$ cat config.mk
export PLATFORM = sky130hd
export DESIGN_NAME = useq_addr_gen
export DESIGN_NICKNAME = d
export VERILOG_FILES = /design/src/rtl/useq_addr_gen.sv
export SDC_FILE = /design/constraint.sdc
export NUM_CORES = 1
export LEC_CHECK = 0
export BUFFER_PORTS_ARGS = -buffer_cell sky130_fd_sc_hd__buf_2
export CORE_MARGIN = 2
export CORE_UTILIZATION = 28
export CTS_CLUSTER_DIAMETER = 50
export CTS_CLUSTER_SIZE = 10
export DETAILED_ROUTE_END_ITERATION = 10
export GPL_TIMING_DRIVEN = 0
export PLACE_DENSITY_LB_ADDON = 0.3
export SETUP_SLACK_MARGIN = 0.15
export SYNTH_ARGS = -nofsm -noshare
export SYNTH_HDL_FRONTEND = slang
export SYNTH_SLANG_ARGS = --single-unit
$ cat constraint.sdc
create_clock -name clk -period 1.3 [get_ports clk]
set_input_delay 0.325 -clock clk [delete_from_list [all_inputs] [get_ports clk]]
set_output_delay 0.325 -clock clk [all_outputs]
set_load 0.03 [all_outputs]
$ cat src/rtl/useq_addr_gen.sv
module useq_addr_gen #(
  parameter int STEP_W = 4,
  parameter int OP_W   = 8
) (
  input  logic                        clk,
  input  logic                        rst,
  input  logic                        restart,
  input  logic                        flag_reload,
  input  logic                        carry_in,
  input  logic                        ovf_in,
  input  logic                        zero_in,
  input  logic                        sign_in,
  input  logic                        irq_take,
  input  logic [OP_W-1:0]             opcode,
  input  logic                        stall,
  output logic [OP_W+STEP_W+4:0]      rom_addr
);

  localparam int FLAG_W = 4;

  logic [STEP_W-1:0] step_q;
  logic [FLAG_W-1:0] flags_q;
  logic              irq_q;
  logic [OP_W-1:0]   op_q;

  wire advance = !stall && !restart;
  wire begin_instr = !stall && restart;

  always_ff @(posedge clk) begin
    if (rst) begin
      step_q <= '0;
      irq_q  <= 1'b0;
      op_q   <= '0;
    end else if (begin_instr) begin
      step_q <= '0;
      irq_q  <= irq_take;
      op_q   <= opcode;
    end else if (advance) begin
      step_q <= step_q + 1'b1;
    end
  end

  always_ff @(posedge clk) begin
    if (rst)
      flags_q <= '0;
    else if (flag_reload)
      flags_q <= {carry_in, ovf_in, zero_in, sign_in};
  end

  assign rom_addr = {op_q, irq_q, flags_q, step_q};


  step_inc_chk: assert property (@(posedge clk) disable iff (rst)
    (!stall && !restart) |=> rom_addr[STEP_W-1:0] == $past(rom_addr[STEP_W-1:0]) + 1'b1);


  restart_chk: assert property (@(posedge clk) disable iff (rst)
    (!stall && restart) |=> (rom_addr[STEP_W-1:0] == '0) &&
      (rom_addr[OP_W+STEP_W+4:STEP_W+5] == $past(opcode)) &&
      (rom_addr[STEP_W+4] == $past(irq_take)));


  stall_hold_chk: assert property (@(posedge clk) disable iff (rst)
    stall |=> $stable(rom_addr[STEP_W-1:0]) && $stable(rom_addr[OP_W+STEP_W+4:STEP_W+4]));


  reload_chk: assert property (@(posedge clk) disable iff (rst)
    flag_reload |=> rom_addr[STEP_W+3:STEP_W] == $past({carry_in, ovf_in, zero_in, sign_in}));


  flag_hold_chk: assert property (@(posedge clk) disable iff (rst)
    !flag_reload |=> $stable(rom_addr[STEP_W+3:STEP_W]));


  reset_clear_chk: assert property (@(posedge clk)
    rst |=> rom_addr == '0);

endmodule

After elaboration in Yosys (flattened, before gate mapping) --
Cells that the tools add are included. W data, S select, Z words.
Storage, ports and cells: register bits 17, word-level logic and storage cells 10
Operators by class: add/sub/neg operators 1, reduce and logical (&&, ||, !) cells 5
Operators by type and width (count):
- $add A4 B1 Y4 const B | 1
- $logic_and A1 B1 Y1 | 2
- $logic_not A1 Y1 | 2
- $reduce_or A2 Y1 | 1

Depth between registers and ports, before layout --
word-level depth 3, mapped depth 5, gate-level depth less buffers 4

Least setup slack after synthesis --
OpenSTA, ideal clock, no wires.
path type flip-flop to flip-flop, from register step_q[0], to register step_q[2], library setup time 71 ps, arrival time 1319 ps, path slack -89 ps, stages on the path, launching flop included 4, path buffers 0, clock period less this slack 1389 ps, path through dfxtp_1 > ha_1 > or4b_1 > a21oi_1
Between the ends: word-level cells in the longest chain between the ends 1
Ends and longest elaborated chain:
- start: declaration | line 21 | logic [STEP_W-1:0] step_q;
- start signal: assignment | line 39 | step_q <= step_q + 1'b1;
- $add A4 B1 Y4 | line 39
No other way between the ends. A chain may end at the register's enable or synchronous reset.

Final worst setup path --
from register irq_q, to output port rom_addr[8]
RTL lines:
- start: declaration | line 23 | logic irq_q;
- start signal: assignment | line 36 | irq_q <= irq_take;
- end: declaration | line 16 | output logic [OP_W+STEP_W+4:0] rom_addr
No word-level cell between the ends.

==> flow_metrics.tcl <==
set metrics [dict create \
    cts_tree "yes" \
    htree_num_levels 1 \
    cts_buffer_depth 2 \
    path_clk_slew_ns 0.10 \
    ys_types 19 \
    initial_core_util 0.296 \
    grt_max_degree 11 \
    synth-edff-count 0 \
    avgSynthCellArea_um2 8.51 \
    ir_drop_uv 809 \
    syn_to_final_growth_pct 55.7 \
    yosysWarnings 0 \
    p_leak_nw 0.449 \
    relSlewSlack 0.692 \
    status "complete, no violations" \
    setup_viol 0 \
    wl_per_cell_um 10.8 \
    synth_area_um2 656 \
    clkLatencyLatePin_ns 0.29 \
    grt_setup_unrepaired "true" \
    die_area_um2 2740 \
    layout.nets 134 \
    yosysTopAreaCellShare 0.519 \
    hold_path_depth 3 \
    slew_violations 0 \
    grt_use_total 0.127 \
    drive_gt1_frac 0.482 \
    drc_errors 0 \
    first_iter_violations 7 \
    period_share 0.895 \
    min_to "op_q[6]" \
    pre_cts_ws_ns 0.0463 \
    ioPinCount 35 \
    whs_ns 0.257 \
    via_count 650 \
    die_height_um 52.4 \
    critPathMaxFanout 2 \
    cp.required_ns 0.98 \
    synth-seq-area-share 0.519 \
    dp_hpwl_um 1120 \
    hold_buffers 0 \
    totalWireLength_um 1530 \
    min_from "opcode[6]" \
    viasPerCell 4.58 \
    syn_inst 77 \
    antenna_found_initial 0 \
    cts_buffers 3 \
    utilization 0.462 \
    rr_startpoint "step_q[1]" \
    detail-route-antenna-nets 0 \
    seqPwrFrac 0.545 \
    final_area_um2 1020 \
    die_x_um 52.4 \
    synth_area_leaders "dfxtp_1 52%, nand2_1 10%, a21oi_1 9.9%" \
    synth-main-ff-cell "dfxtp_1" \
    final.setup.tns_ns 0 \
    synth_top_cells_by_count "18 x nand2_1, 17 x dfxtp_1, 13 x a21oi_1, 7 x nor2_1, 4 x mux2i_1" \
    critPathKind "flop to output pin" \
    setup_slack_ns 0.136 \
    rows 17 \
    yosysTopAreaCell "dfxtp_1" \
    grt.overflow.total 0 \
    fill_cells 237 \
    endpoint_kind "output pin" \
    fin_crit_ns 1.16 \
    clkPwrFrac 0.271 \
    ys_ff_latch 17 \
    place.gp.congestion 0.644 \
    p_switching_mw 0.282 \
    num_antenna_cells 0 \
    placed_cell_area_um2 866 \
    grt_pass1_wl_um 2610 \
    min_path_type "input port to flop" \
    power.density_nw_per_um2 1000 \
    clockRootBuffer "clkbuf_4" \
    core_um2 2210 \
    tightest_slew_ns 0.461 \
    ff2ff_setup_slack_ns 0.16 \
    internal_power_mw 0.740 \
    pwr-share-comb 0.184 \
    clock_sinks 17 \
    max_clock_freq_mhz 859 \
    synth_nets 96 \
    startpoint_type "flop" \
    yosysMostFrequentCell "nand2_1" \
    critPathArrivalTime_ns 0.84 \
    synth-async-reset-ratio 0 \
    grt_pass1_vias 660 \
    ff2ff_path_depth 3 \
    skew_ns 0.00986 \
    timing.rr.end "step_q[2]" \
    portBuffers 31 \
    drv_cap 0 \
    hold_viol 0 \
    swShare 0.276 \
    dr.pass1.iters 4 \
]
## worst max-delay path, stage by stage, from the launching register on
cell and delay, ns:
dfxtp_2 0.33, buf_6 0.10, buf_6 0.12
## cells in the final DEF (no fill, tap or decap), types with 2 or more instances in the layout
cell | netlist | layout
clkbuf_1 | 3 | 3
buf_2 | 1 | 15
nor2_1 | 7 | 7
clkbuf_4 | 0 | 3
nor3_1 | 2 | 2
o21ai_0 | 2 | 2
mux2i_1 | 4 | 4
buf_4 | 1 | 7
dfxtp_2 | 0 | 8
dfxtp_1 | 17 | 6
dfxtp_4 | 0 | 3
nand2_1 | 18 | 18
buf_6 | 1 | 14
a21oi_1 | 13 | 12
## per-layer routing
layer	vias to the layer above	track usage	wire, um
met4	0	0.0128	0
met1	289	0.138	672
met2	30	0.227	715
li1	331	-	-
met3	0	0.0657	143
met5	-	0	0
## power groups by stage
stage | combinational, mW | clock, mW | sequential, mW
global placement | 0.158 | 0 | 0.566
finish | 0.188 | 0.277 | 0.557
global route | 0.207 | 0.306 | 0.560
CTS | 0.181 | 0.295 | 0.555
detailed placement | 0.163 | 0 | 0.566
floorplan | 0.0617 | 0 | 0.608
## cell families after synthesis
kind of cell	after synthesis	share of synthesized area
mux	4	0.0611
compound gates	16	0.124
buf+inv	7	0.0611
simple gates	32	0.216
fa+ha+maj	1	0.0191
flops	17	0.519
## layout make-up
class / count / area [um2] / share of cell area
multi-input combinational: 53 / 295 / 0.289
tap: 28 / 35.0 / 0.0343
clock buffer: 3 / 22.5 / 0.0221
sequential: 17 / 362 / 0.354
buffer: 7 / 43.8 / 0.0429
clock inverter: 1 / 5.00 / 0.00490
timing repair buffer: 33 / 258 / 0.252
## worst max path at each step
stage,from,end,cells after the start
global placement,rst,flags_q[0],3
finish,irq_q,rom_addr[8],2
detailed placement,rst,flags_q[3],3
global route,step_q[1],step_q[2],3
CTS,irq_q,rom_addr[8],2
floorplan,step_q[1],step_q[2],3
## metrics by stage
stage,cells,total power [mW]
after floorplan,77,0.669
after global placement,136,0.724
after detailed placement,136,0.729
after CTS,142,1.03
after global routing,142,1.07
final,142,1.02
## flip-flops by register name, summed over array words and instances, names as in the netlist
name	count
step_q	4
flags_q	4
op_q	8
irq_q	1
## timing repair
item | 4_1_cts | 5_1_grt
buffers inserted | 2 | 0
gates resized for setup | 22 | 23
pin swaps | 0 | 0
setup endpoints to repair | 14 | 18
(Power assumes the default switching activity.)
